### src/rtl/burst_sram_pkg.sv
package burst_sram_pkg;

    typedef enum logic [1:0] {
        ST_DESEL = 2'd0,
        ST_BURST = 2'd1,
        ST_SLEEP = 2'd2
    } bst_state_e;

    // Low two address bits of the word at position n of a burst.
    function automatic logic [1:0] burst_low(
        input logic [1:0] first,
        input logic [1:0] n,
        input logic       intlv
    );
        logic [1:0] r;
        if (intlv) r = first ^ n;
        else       r = first + n;
        return r;
    endfunction

endpackage

### src/rtl/burst_sram_ctrl.sv
module burst_sram_ctrl
    import burst_sram_pkg::*;
#(
    parameter int NB = 4
) (
    input  logic          clk,
    input  logic          rst_n,
    input  logic          sleep,
    input  logic          strb_cpu,
    input  logic          strb_ctl,
    input  logic          en_a,
    input  logic          en_b,
    input  logic          en_c,
    input  logic          adv,
    input  logic          gw,
    input  logic          bwe,
    input  logic [NB-1:0] be,
    input  logic          oe,
    output logic          load,
    output logic          step,
    output logic [NB-1:0] wr_mask,
    output logic          sel,
    output logic          bus_en
);

    bst_state_e    state, nxt;
    logic          start;
    logic          en_all;
    logic [NB-1:0] mask_raw;
    logic          rd_q;

    assign start    = strb_ctl | (strb_cpu & en_a);
    assign en_all   = en_a & en_b & en_c;
    assign mask_raw = gw ? {NB{1'b1}} : (bwe ? be : '0);

    // Next-state logic
    always_comb begin
        nxt = ST_DESEL;
        if (sleep) begin
            nxt = ST_SLEEP;
        end else begin
            unique case (state)
                ST_DESEL, ST_SLEEP: nxt = (start && en_all) ? ST_BURST : ST_DESEL;
                ST_BURST:           nxt = (start && !en_all) ? ST_DESEL : ST_BURST;
                default:            nxt = ST_DESEL;
            endcase
        end
    end

    // State register and read/write flag of the last edge
    always_ff @(posedge clk or negedge rst_n) begin
        if (!rst_n) begin
            state <= ST_DESEL;
            rd_q  <= 1'b1;
        end else begin
            state <= nxt;
            if (!sleep) rd_q <= ~|mask_raw;
        end
    end

    // Outputs
    always_comb begin
        sel     = (state == ST_BURST);
        load    = !sleep && start && en_all;
        step    = !sleep && sel && !start && adv;
        wr_mask = (!sleep && sel) ? mask_raw : '0;
        bus_en  = sel && rd_q && oe && !sleep;
    end

endmodule

### src/rtl/burst_sram_seq.sv
module burst_sram_seq
    import burst_sram_pkg::*;
#(
    parameter int AW = 4
) (
    input  logic          clk,
    input  logic          rst_n,
    input  logic          load,
    input  logic          step,
    input  logic [AW-1:0] addr_in,
    input  logic          mode_in,
    output logic [AW-1:0] cur_addr
);

    localparam int HW = AW - 2;

    logic [HW-1:0] hi_q;
    logic [1:0]    first_q;
    logic [1:0]    cnt_q;
    logic          intlv_q;

    always_ff @(posedge clk or negedge rst_n) begin
        if (!rst_n) begin
            hi_q    <= '0;
            first_q <= '0;
            cnt_q   <= '0;
            intlv_q <= 1'b0;
        end else if (load) begin
            hi_q    <= addr_in[AW-1:2];
            first_q <= addr_in[1:0];
            cnt_q   <= '0;
            intlv_q <= mode_in;
        end else if (step) begin
            cnt_q   <= cnt_q + 2'd1;
        end
    end

    assign cur_addr = {hi_q, burst_low(first_q, cnt_q, intlv_q)};

endmodule

### src/rtl/burst_sram_array.sv
module burst_sram_array #(
    parameter int AW = 4,
    parameter int NB = 4
) (
    input  logic            clk,
    input  logic            rst_n,
    input  logic [AW-1:0]   addr,
    input  logic [NB*8-1:0] wdata,
    input  logic [NB-1:0]   wr_mask,
    output logic [NB*8-1:0] rdata
);

    localparam int DEPTH = 1 << AW;

    for (genvar g = 0; g < NB; g++) begin : g_lane
        logic [7:0] lane_mem [DEPTH];

        always_ff @(posedge clk or negedge rst_n) begin
            if (!rst_n) begin
                for (int d = 0; d < DEPTH; d++) lane_mem[d] <= '0;
            end else if (wr_mask[g]) begin
                lane_mem[addr] <= wdata[g*8 +: 8];
            end
        end

        assign rdata[g*8 +: 8] = lane_mem[addr];
    end

endmodule

### src/rtl/burst_sram.sv
module burst_sram
    import burst_sram_pkg::*;
#(
    parameter int AW = 4,
    parameter int NB = 4
) (
    input  logic            clk,
    input  logic            rst_n,
    input  logic [AW-1:0]   addr,
    input  logic [NB*8-1:0] wdata,
    input  logic            en_a,
    input  logic            en_b,
    input  logic            en_c,
    input  logic            strb_cpu,
    input  logic            strb_ctl,
    input  logic            adv,
    input  logic            mode_intlv,
    input  logic            gw,
    input  logic            bwe,
    input  logic [NB-1:0]   be,
    input  logic            oe,
    input  logic            sleep,
    output logic [NB*8-1:0] dq_out,
    output logic            dq_oe
);

    logic          load;
    logic          step;
    logic          sel;
    logic [NB-1:0] wr_mask;
    logic [AW-1:0] cur_addr;

    burst_sram_ctrl #(.NB(NB)) u_ctrl (
        .clk(clk), .rst_n(rst_n), .sleep(sleep),
        .strb_cpu(strb_cpu), .strb_ctl(strb_ctl),
        .en_a(en_a), .en_b(en_b), .en_c(en_c),
        .adv(adv), .gw(gw), .bwe(bwe), .be(be), .oe(oe),
        .load(load), .step(step), .wr_mask(wr_mask),
        .sel(sel), .bus_en(dq_oe)
    );

    burst_sram_seq #(.AW(AW)) u_seq (
        .clk(clk), .rst_n(rst_n), .load(load), .step(step),
        .addr_in(addr), .mode_in(mode_intlv), .cur_addr(cur_addr)
    );

    burst_sram_array #(.AW(AW), .NB(NB)) u_array (
        .clk(clk), .rst_n(rst_n), .addr(cur_addr),
        .wdata(wdata), .wr_mask(wr_mask), .rdata(dq_out)
    );

endmodule

### config.mk
export PLATFORM = sky130hd
export DESIGN_NAME = burst_sram
export DESIGN_NICKNAME = d
export VERILOG_FILES = /design/src/rtl/burst_sram_pkg.sv /design/src/rtl/burst_sram_ctrl.sv /design/src/rtl/burst_sram_seq.sv /design/src/rtl/burst_sram_array.sv /design/src/rtl/burst_sram.sv
export SDC_FILE = /design/constraint.sdc
export NUM_CORES = 1
export LEC_CHECK = 0
export BUFFER_PORTS_ARGS = -buffer_cell sky130_fd_sc_hd__buf_4
export CAP_MARGIN = 10
export CORE_MARGIN = 5
export CORE_UTILIZATION = 55
export DETAILED_ROUTE_END_ITERATION = 10
export PLACE_DENSITY_LB_ADDON = 0.1
export SKIP_CTS_REPAIR_TIMING = 1
export SYNTH_ARGS = -nofsm -noshare
export SYNTH_HDL_FRONTEND = slang
export SYNTH_SLANG_ARGS = --single-unit
### constraint.sdc
create_clock -name clk -period 5.3 [get_ports clk]
set_input_delay 1.06 -clock clk [delete_from_list [all_inputs] [get_ports clk]]
set_output_delay 1.06 -clock clk [all_outputs]
set_load 0.02 [all_outputs]
# Word-level counts from Yosys, hierarchy flattened
# Cells that the tools add are included.
[word_totals] ff_bits=522 out_inout_bits=33 word_cells=129 inputBits=53
[op_classes] bitwise=6 muxes=28 n_addsub=2 reduce_logical=19 n_eq_ne=2 n_lt_le_gt_ge=2
[op_table] operator="128-bit bitwise mux" count=4
[op_table] operator="8-bit binary-select mux with 4-bit select" count=4
[op_table] operator="8-bit 2-to-1 mux" count=9
[op_table] operator="8-bit demux with 4-bit select" count=1
[op_table] operator="4-bit 2-to-1 mux" count=3
[op_table] operator="1-bit logical AND" count=11
[op_table] operator="2-bit 2-to-1 mux" count=4
[op_table] operator="5-bit >= comparator (second input constant)" count=1
[op_table] operator="5-bit by 1-bit < comparator with 1-bit output (second input constant)" count=1
[op_table] operator="4-bit inverter with 5-bit output" count=1
[op_table] operator="1-bit logical NOT" count=4
[op_table] operator="2-bit one-hot mux with 2 select lines" count=1
[op_table] operator="4-bit OR reduction" count=1
[op_table] operator="1-bit bitwise AND" count=3
[op_table] operator="2-bit by 1-bit adder with 2-bit output (second input constant)" count=1
[op_table] operator="2-bit adder" count=1
[op_table] operator="2-bit by 1-bit == test with 1-bit output (second input constant)" count=1
[op_table] operator="2-bit == test (second input constant)" count=1
[op_table] operator="2-bit logical NOT" count=1
[op_table] operator="1-bit 2-to-1 mux" count=2
[op_table] operator="2-bit nonzero test" count=1
[op_table] operator="2-bit OR reduction" count=1
[op_table] operator="2-bit bitwise XOR" count=1
[op_table] operator="1-bit OR" count=1

# Longest topological paths before layout
# Gate-level depths: netlist (run 1).
[logic_depth] ltp_word=8 mapped_depth=9 ltp_nobuf=6

# Hierarchy
# A second synthesis (run 1) with hierarchy kept.
[hier_totals] hier_cells=1476 area_unflattened_um2=23984.3
[by_module_without_submodules] mod="burst_sram_array" n_inst=1 area_per_inst_um2=23428.7 cells_each=1427 seq_area_each_um2=12812.3
[by_module_without_submodules] mod="burst_sram_seq" n_inst=1 area_per_inst_um2=332.8 cells_each=22 seq_area_each_um2=175.2
[by_module_without_submodules] mod="burst_sram_ctrl" n_inst=1 area_per_inst_um2=222.7 cells_each=27 seq_area_each_um2=76.3

# Worst setup path after synthesis (run 1)
# OpenSTA, ideal clock, no wires.
[synth_path] path_type="flip-flop to output port" startpoint="reg u_seq.cnt_q[0]" endpoint="out dq_out[0]" required_time_ns=4.240 stages_incl_launch_ff=8 arrival_time_ns=2.523 path_buffers=3 slack_ns=1.717 path_cell_list="dfrtp_1 -> ha_1 -> clkbuf_1 -> clkbuf_1 -> clkbuf_1 -> mux2i_1 -> a221oi_1 -> or4_1"
[synth_between] elab_chain_cells=6 elab_cells_between_ends=7 cone_classes="1 x add/sub; 4 x mux; 2 x bitwise"
[synth_rtl] item="from (decl)" line_no="burst_sram_seq.sv:19" text="logic [1:0] cnt_q;"
[synth_rtl] item="from (signal assigned)" line_no="burst_sram_seq.sv:34" text="cnt_q <= cnt_q + 2'd1;"
[synth_rtl] item="2-bit adder / 2-bit bitwise XOR (equally long branches)" line_no="burst_sram_pkg.sv:17, burst_sram_pkg.sv:16"
[synth_rtl] item="2-bit 2-to-1 mux (*)" line_no="burst_sram_pkg.sv:16" text="if (intlv) r = first ^ n;"
[synth_rtl] item="4-bit inverter with 5-bit output (implied by the code) (*)" line_no="burst_sram_array.sv:26" text="assign rdata[g*8 +: 8] = lane_mem[addr];"
[synth_rtl] item="8-bit binary-select mux with 4-bit select (*)" line_no="burst_sram_array.sv:26"
[synth_rtl] item="8-bit 2-to-1 mux (implied by the code) (*) (2 in series)" line_no="burst_sram_array.sv:26"
[synth_rtl] item="to (decl)" line_no="burst_sram.sv:23" text="output logic [NB*8-1:0] dq_out,"
# Mark *: on every way between the ends. The rest lies on a longest branch, timed or not. The select of a mux whose other input is x is not followed.

# Worst setup path in the final report (run 1)
[layout_path] startpoint="reg u_seq.cnt_q[0]" endpoint="out dq_out[2]"
# The elaborated chain is that of the path after synthesis.

==> impl_metrics.csv, run 1 <==
group,metric,value,unit
clock_tree,h-tree-depth,2,
global_route,track_usage,27.1,%
finish,final_common_cell,"mux2_2",
sta,hold_viol,0,
sta,finalCritPeriodShare,94.7,%
routing,avgViaCountPerCell,6.82,
global_route,grt_pass1_vias,19691,
global_route,antenna_found_initial,0,
synthesis,synth_cell_type_count,41,
synthesis,netlist_top_cells_area,"dfrtp_1 (48%), mux2_2 (24%), o221ai_1 (7.2%), mux2_1 (5.1%), mux2i_1 (3.6%)",
placement,pre_cts_ws,969,ps
global_route,grt_max_degree,185,
routing,wl,74200,um
synthesis,synthFlopType,"dfrtp_1",
global_route,grt_overflow,0,
sta,timing.hold.ws,470,ps
sta,layout_min_cycle_time,5020,ps
finish,diodes,0,
routing,top_layer,"met4",
clock_tree,cts_sinks,522,
worst_setup_path,end_kind,"output port",
synthesis,ys_seq_elements,522,
min_path,min_from,"u_ctrl.state[1]$_DFF_PN0_",
synthesis,syn_nets,2166,
worst_setup_path,cp_slowest_stage_delay,850,ps
routing,wl_per_cell,26.3,um
synthesis,syn_area,27300,um2
worst_setup_path,r2r-start,"u_seq.cnt_q[1]$_DFFE_PN0P_",
floorplan,top_level_ports,86,
placement,dp.cells,2718,
power,ir_worst_vdd,0.473,mV
synthesis,yosys.area.top_type,"dfrtp_1",
routing,dr_total_vias,19200,
routing,drc,0,
worst_setup_path,cp.required,4240,ps
synthesis,synth_top_area_share,47.8,%
worst_setup_path,crit_type,"register to output port",
routing,drt_iter0_markers,1498,
routing,dr_wl_met3,4410,um
worst_setup_path,path_cells,"ha_4, nor2b_4, buf_4, buf_4, o221ai_1, a221oi_1, or4_1, buf_4",
finish,final_nets,2167,
routing,met2_wirelength,34300,um
synthesis,synth-edff-count,0,
placement,gp_congestion,0.800,
routing,drtAntennaViolNets,0,
floorplan,dieArea,54100,um2
worst_setup_path,cp_top_family,"buffers and inverters",
sta,drv_slew,0,
global_route,grt_pass1_wl,117000,um
worst_setup_path,cp_slowest_cell,"buf_4",
power,p_total,11.5,mW
floorplan,die-height,233,um
synthesis,seq_area_frac_synth,47.9,%
finish,drive_above_1_share,38.8,%
sta,fmax,199,MHz
floorplan,die_w,233,um
run,drv_cap,0,
outcome,status,"completed",
synthesis,synth_cells,2112,
sta,rsz0062_at_grt,"no",
clock_tree,clkTransAtPathRegs,60,ps
worst_setup_path,critPathBufInv,3,
sta,final.setup.worst_slack,283,ps
synthesis,avgSynthCellArea,12.9,um2
sta,setup_viol,0,
clock_tree,cts_root_buf,"clkbuf_16",
clock_tree,clock_path_buffers,3,
sta,fin_skew,12.0,ps
routing,drtPass1Iterations,6,
finish,final_cell_mix,"mux2_2 (588), dfrtp_1 (521), o221ai_1 (224)",
finish,final_cells,2816,
power,p_leak,14.0,nW
sta,worst_slew_pin_slew,1210,ps
placement,port_buffers,85,
clock_tree,numCtsBuffers,57,
floorplan,fp-row-count,81,
worst_setup_path,critPathLaunch,"u_seq.cnt_q[0]$_DFFE_PN0P_",
power,power.density,380,nW/um2
finish,syn2layout_area_growth,11.3,%
clock_tree,cts_tree,"built",
routing,drt-met1-wl,33400,um
worst_setup_path,crit_path_start_kind,"register",
clock_tree,clk_latency,610,ps
placement,dpl.hpwl,41900,um
worst_setup_path,arrival,3960,ps
worst_setup_path,cpMostUsedCell,"buf_4",
sta,finalSetupTns,0,ps
floorplan,initial_core_util,55.7,%
floorplan,core,49000,um2
worst_setup_path,critPathMaxFanout,98,
finish,fill_cells,3851,
synthesis,async_reset_ff_share,100,%
synthesis,yosys_warnings,0,
sta,slew-limit-headroom,19.3,%
min_path,hold_class,"register to register",
==> routing by layer <==
| layer | track usage, % | vias to the layer above |
|---|---|---|
| met5 | 0 | - |
| met4 | 8.44 | 0 |
| met3 | 4.94 | 130 |
| met2 | 42.0 | 556 |
| met1 | 39.2 | 10133 |
| li1 | - | 8381 |
==> final cells by class <==
type / count / area, um2 / share of cell area (%)
clock buffer: 81 / 1640 / 5.40
inverter: 1 / 8.76 / 0.0289
tap: 664 / 831 / 2.74
sequential: 522 / 13100 / 43.1
timing repair buffer: 127 / 1070 / 3.54
multi-input combinational: 1404 / 13500 / 44.6
clock inverter: 17 / 196 / 0.647
==> worst reg2reg max path: stages (launching register included) <==
cell and delay [ps]:
dfrtp_1 480, xnor2_2 510, xnor2_4 390, buf_4 390, nor2_1 910, nand2_1 770, mux2_1 530
==> cell usage after synthesis (all sizes together), types with 3 or more instances <==
cell,number
mux2i,97
o221ai,224
a221oi,96
xnor2,3
nand2b,3
and2,5
buf,46
a211oi,31
dfrtp,521
or4,31
nor2,55
clkbuf,139
nand3,3
o32ai,31
nand2,57
xor2,3
nor2b,5
mux2,711
a21o,4
o21ai,32
==> state kept, by name, indices dropped and copies added (netlist names) <==
signal	cells
u_array.g_lane.lane_mem	512
u_ctrl.state	2
u_seq.cnt_q	2
u_seq.first_q	2
u_seq.hi_q	2
u_ctrl.rd_q	1
u_seq.intlv_q	1
==> report_power, final <==
| group | internal (mW) | total (mW) | leakage [nW] | switching (mW) |
|---|---|---|---|---|
| Clock | 2.32 | 3.94 | 0.912 | 1.61 |
| Sequential | 4.35 | 4.61 | 7.20 | 0.261 |
| Combinational | 1.19 | 2.99 | 5.90 | 1.80 |
==> through the flow <==
| stage | instance area [um2] | util (%) |
|---|---|---|
| after floorplan | 27300 | - |
| after global placement | 28500 | 58.2 |
| after detailed placement | 28500 | 58.2 |
| after CTS | 30300 | 62.0 |
| after global routing | 30300 | 62.0 |
| final | 30300 | 62.0 |
==> final timing paths <==
| path | to | slack (ps) | cells past startpoint |
|---|---|---|---|
| worst max register to register | u_array.g_lane[0].lane_mem[85]$_DFFE_PN0P_ | 1200 | 6 |
| worst min-delay path | u_ctrl.state[0]$_DFF_PN0_ | 470 | 1 |
| worst min register to register | u_ctrl.state[0]$_DFF_PN0_ | 470 | 1 |
| max in group asynchronous | u_array.g_lane[1].lane_mem[56]$_DFFE_PN0P_ | 3610 | 2 |
| worst max-delay path | dq_out[2] | 280 | 8 |
| min in group asynchronous | u_array.g_lane[0].lane_mem[1]$_DFFE_PN0P_ | 560 | 1 |
==> cell families (layout without fill, tap and decap cells) <==
| kind of cell | count (synthesis) | after routing | synth area share, % |
|---|---|---|---|
| buffers and inverters | 186 | 226 | 2.75 |
| adders and majority gates | 1 | 1 | 0.0459 |
| and+or+nand+nor | 164 | 164 | 3.06 |
| AOI/OAI and AO/OA | 425 | 425 | 13.0 |
| muxes | 808 | 808 | 32.9 |
| DFF | 522 | 522 | 47.9 |
| xor gates and xnor gates | 6 | 6 | 0.248 |
No activity file was read; power rests on OpenSTA's default activity.
==> run 2: changes to the inputs <==
--- a/config.mk
+++ b/config.mk
@@ -10,3 +10,3 @@
 export CORE_MARGIN = 5
-export CORE_UTILIZATION = 55
+export CORE_UTILIZATION = 50
 export DETAILED_ROUTE_END_ITERATION = 10
--- a/constraint.sdc
+++ b/constraint.sdc
@@ -3,2 +3,2 @@
 set_output_delay 1.06 -clock clk [all_outputs]
-set_load 0.02 [all_outputs]
+set_load 0.05 [all_outputs]
==> run 2 against run 1 <==
Net effect: sequential power is essentially flat; via count increased by 0.17%; combinational power up 7.0%; final cell count increased by 1.4%; maximum frequency is 3.9% higher; core utilization shrank 5.3 points; sequential cell count unchanged; wire length is 2.9% higher; clock-buffer cell count is 8 higher.
==> impl_metrics.csv, run 2 (synthesis gave the netlist of run 1 again) <==
group,metric,value,unit
routing,drc,0,
floorplan,core,53900,um2
placement,place_area,28500,um2
floorplan,dieArea,59300,um2
worst_setup_path,reg2reg_slack,1200,ps
sta,setup_viol,0,
worst_setup_path,arrival,3770,ps
floorplan,die_w,243,um
sta,finalSetupTns,0,ps
routing,avgViaCountPerCell,6.73,
finish,largest_reg_flops,512,
placement,gp_congestion,0.761,
clock_tree,cts_tree,"built",
worst_setup_path,end_kind,"output port",
floorplan,die-height,243,um
sta,fin_skew,8.30,ps
routing,drtAntennaViolNets,0,
routing,drtPass1Iterations,7,
worst_setup_path,r2r-start,"u_seq.cnt_q[1]$_DFFE_PN0P_",
sta,worst_slew_pin_slew,1190,ps
sta,rsz0062_at_grt,"no",
worst_setup_path,crit_path_start_kind,"register",
global_route,grt_overflow,0,
clock_tree,clk_latency,610,ps
routing,wl,76300,um
worst_setup_path,r2r_cells,6,
finish,syn2layout_area_growth,12.1,%
sta,drv_slew,0,
worst_setup_path,crit_end,"dq_out[13]",
sta,layout_min_cycle_time,4830,ps
run,drv_cap,0,
power,ir_worst_vdd,0.424,mV
worst_setup_path,critPathMaxFanout,91,
floorplan,fp-row-count,85,
clock_tree,h-tree-depth,2,
min_path,hold_class,"input port to asynchronous set/reset pin",
sta,fmax,207,MHz
routing,wl_per_cell,26.7,um
global_route,grt_pass1_wl,119000,um
outcome,status,"completed",
sta,slew-limit-headroom,20.1,%
global_route,track_usage,25.2,%
finish,top_register,"u_array.g_lane.lane_mem",
floorplan,initial_core_util,50.5,%
floorplan,top_level_ports,86,
finish,final_common_cell,"mux2_2",
sta,hold_viol,0,
routing,dr_total_vias,19232,
finish,final_cell_mix,"mux2_2 (588), dfrtp_1 (521), o221ai_1 (224)",
worst_setup_path,crit_type,"register to output port",
clock_tree,cts_root_buf,"clkbuf_16",
clock_tree,numCtsBuffers,57,
global_route,grt_max_degree,163,
global_route,antenna_found_initial,2,
power,power.density,395,nW/um2
finish,final_area,30600,um2
worst_setup_path,cp.required,4240,ps
global_route,grt_pass1_vias,19600,
power,p_leak,14.1,nW
placement,port_buffers,85,
worst_setup_path,timing.rr.end,"u_array.g_lane[2].lane_mem[86]$_DFFE_PN0P_",
routing,drt_iter0_markers,1415,
finish,final_nets,2164,
worst_setup_path,critPathLaunch,"u_seq.cnt_q[0]$_DFFE_PN0P_",
placement,dpl.hpwl,43800,um
finish,drive_above_1_share,38.9,%
clock_tree,cts_sinks,522,
clock_tree,clock_path_buffers,3,
clock_tree,clkTransAtPathRegs,60,ps
sta,finalCritPeriodShare,91.1,%
run 2: per-layer routing:
| metal | vias to the layer above | part of all wire, % | GRT usage [%] |
|---|---|---|---|
| li1 | 8409 | - | - |
| met1 | 10153 | 46 | 36.1 |
| met2 | 536 | 46 | 38.8 |
| met3 | 134 | 5.7 | 5.09 |
| met4 | 0 | 2.9 | 8.21 |
| met5 | - | 0 | 0 |
run 2: layout make-up:
class	instances	area (um2)
multi-input cells	1404	13500
well taps	696	871
repair buffers	124	1070
clock inverters	17	264
clock buffers	89	1750
diodes	3	7.51
fillers	4417	23400
inverters	1	8.76
flip-flops and latches	522	13100
run 2: worst min path at each step:
stage                                                        to                                   startpoint  depth (start not counted)  slack (ps)
finish               u_array.g_lane[0].lane_mem[18]$_DFFE_PN0P_                                        rst_n                          1         460
global route        u_array.g_lane[0].lane_mem[102]$_DFFE_PN0P_  u_array.g_lane[0].lane_mem[102]$_DFFE_PN0P_                          1         500
CTS                   u_array.g_lane[0].lane_mem[9]$_DFFE_PN0P_                                        rst_n                          1         480
detailed placement  u_array.g_lane[0].lane_mem[101]$_DFFE_PN0P_  u_array.g_lane[0].lane_mem[101]$_DFFE_PN0P_                          1         480
global placement                      u_ctrl.state[0]$_DFF_PN0_                    u_ctrl.state[1]$_DFF_PN0_                          1         450
floorplan                             u_ctrl.state[0]$_DFF_PN0_                    u_ctrl.state[1]$_DFF_PN0_                          1         440
run 2: critical path: stages (launching register included):
cell      delay (ps)
dfrtp_1          420
ha_4             160
nor2b_4          330
nand2_8          480
buf_4            480
o221ai_1         260
a221oi_1         150
or4_1            570
buf_4            220
run 2: power breakdown:
part / internal (mW) / switching (mW) / total (mW)
Clock: 2.59 / 1.64 / 4.24
Combinational: 1.18 / 2.03 / 3.20
Sequential: 4.35 / 0.264 / 4.62
run 2: metrics by stage:
step	hold WS (ps)	power, mW	util [%]	instances	setup slack [ps]
after global routing	504	12.5	56.7	2854	339
after floorplan	439	6.87	-	2112	1580
after global placement	450	7.81	52.9	2746	1150
after detailed placement	476	7.88	52.9	2746	1100
after CTS	482	12.1	56.6	2852	449
final	461	12.1	56.7	2856	469
==> run 3: changes to the inputs <==
- SYNTH_HIERARCHICAL: unset -> 1
==> run 3 against run 2 <==
Net effect: global-route usage is 3.5 points lower; worst hold slack improved by 22 ps; synthesized area fell by 12%; wire length shrank 26%; design area shrank 11%; synthesized cell count down 30%; critical endpoint is now dq_out[26]; register-to-register slack better by 460 ps; final cell count fell by 23%; critical path type unchanged; clock-buffer cell count down 2.
==> impl_metrics.csv, run 3 <==
group,metric,value,unit
outcome,status,"completed",
routing,drc,0,
clock_tree,cts_tree,"built",
finish,top_register,"u_array/g_lane.lane_mem",
finish,final_core_util,56.9,%
worst_setup_path,critPathBufInv,2,
sta,rsz0062_at_grt,"no",
sta,fin_skew,15.3,ps
routing,avgViaCountPerCell,6.00,
routing,drtAntennaViolNets,0,
synthesis,yosys_warnings,6,
clock_tree,cts_sinks,522,
routing,dr_total_vias,13254,
min_path,hold_class,"register to register",
min_path,min_from,"u_array/g_lane[0].lane_mem[77]$_DFFE_PN0P_",
routing,wl,56300,um
floorplan,top_level_ports,86,
floorplan,die_w,229,um
sta,slew-limit-headroom,23.4,%
finish,syn2layout_area_growth,12.8,%
floorplan,initial_core_util,50.4,%
sta,drv_slew,0,
worst_setup_path,cp_top_family,"adder cells",
clock_tree,numCtsBuffers,56,
routing,drtPass1Iterations,5,
worst_setup_path,timing.rr.end,"u_array/g_lane[2].lane_mem[29]$_DFFE_PN0P_",
finish,final_area,27100,um2
sta,fmax,216,MHz
global_route,grt_max_degree,120,
clock_tree,cts_root_buf,"clkbuf_16",
synthesis,synth_cells,1475,
min_path,min_to,"u_array/g_lane[0].lane_mem[77]$_DFFE_PN0P_",
floorplan,dieArea,52400,um2
worst_setup_path,critPathMaxFanout,47,
worst_setup_path,cp_slowest_stage_delay,900,ps
placement,place_area,25200,um2
worst_setup_path,crit_type,"register to output port",
worst_setup_path,r2r_cells,7,
synthesis,syn_area,24000,um2
power,ir_worst_vdd,0.242,mV
finish,final_cell_mix,"dfrtp_1 (521), mux2_2 (472), mux4_2 (128)",
clock_tree,clock_path_buffers,3,
worst_setup_path,reg2reg_slack,1660,ps
global_route,grt_pass1_vias,14320,
sta,layout_min_cycle_time,4620,ps
worst_setup_path,cp.required,4240,ps
worst_setup_path,cp_slowest_cell,"ha_4",
worst_setup_path,end_kind,"output port",
finish,final_common_cell,"dfrtp_1",
worst_setup_path,arrival,3560,ps
placement,gp_congestion,0.742,
floorplan,die-height,229,um
min_path,holdPathStages,1,
worst_setup_path,path_cells,"ha_4, buf_4, mux4_2, a22oi_1, nand2_1, buf_4",
sta,finalSetupTns,0,ps
power,p_total,10.5,mW
synthesis,syn_nets,1529,
worst_setup_path,crit_path_start_kind,"register",
finish,final_nets,1605,
worst_setup_path,critPathLaunch,"u_seq/cnt_q[0]$_DFFE_PN0P_",
sta,finalCritPeriodShare,87.2,%
routing,drt_iter0_markers,770,
global_route,track_usage,21.8,%
run,drv_cap,0,
global_route,grt_overflow,0,
worst_setup_path,r2r-start,"u_seq/cnt_q[0]$_DFFE_PN0P_",
synthesis,avgSynthCellArea,16.3,um2
finish,fill_cells,3771,
routing,wl_per_cell,25.5,um
global_route,antenna_found_initial,1,
clock_tree,clkTransAtPathRegs,60,ps
placement,dpl.hpwl,34100,um
finish,largest_reg_flops,512,
clock_tree,clk_latency,600,ps
floorplan,fp-row-count,80,
clock_tree,h-tree-depth,2,
sta,worst_slew_pin_slew,1150,ps
worst_setup_path,cpMostUsedCell,"buf_4",
global_route,grt_pass1_wl,88700,um
power,p_leak,13.0,nW
power,power.density,388,nW/um2
sta,hold_viol,0,
finish,drive_above_1_share,56.1,%
floorplan,core,47500,um2
placement,port_buffers,85,
sta,setup_viol,0,
[run 3: per-stage QoR]
stage	std cells	worst slack [ps]	hold slack (ps)
floorplan	1475	1920	452
global placement	2107	1260	464
detailed placement	2107	1220	470
CTS	2208	574	484
global route	2210	407	495
finish	2210	680	483
[run 3: worst max path at each step]
stage                            end  slack (ps)  depth (start not counted)
after floorplan            dq_out[0]        1920                          9
after global placement    dq_out[19]        1260                          6
after detailed placement  dq_out[19]        1220                          6
after CTS                 dq_out[19]         570                          6
after global routing      dq_out[19]         410                          6
final                     dq_out[26]         680                          6
[run 3: where the power goes]
group	total [mW]	internal (mW)	switching [mW]
logic	2.17	0.922	1.24
clock network	3.83	2.26	1.57
registers	4.50	4.32	0.186
total	10.5	7.50	3.00
[run 3: worst reg2reg max path, delay by kind of cell (launching register included)]
family / cells / cell delay (ps)
fa+ha+maj: 1 / 180
simple gates: 3 / 1490
xor+xnor: 1 / 590
buf+inv: 1 / 400
flops: 1 / 440
mux: 1 / 410
[run 3: layout make-up]
type / count / area (um2) / area share [%]
timing repair buffer: 111 / 903 / 3.34
antenna: 1 / 2.50 / 0.00925
multi-input combinational: 860 / 10500 / 38.8
sequential: 522 / 13100 / 48.3
clock buffer: 87 / 1720 / 6.35
clock inverter: 14 / 106 / 0.393
tap: 615 / 769 / 2.84
[run 3: layer usage]
layer  up-vias  GRT usage, %  part of all wire, %
met2       240          34.5                   48
met5         -             0                    0
met3        70          3.99                  4.3
met4         0          5.69                  2.0
li1       5716             -                    -
met1      7228          31.5                   46
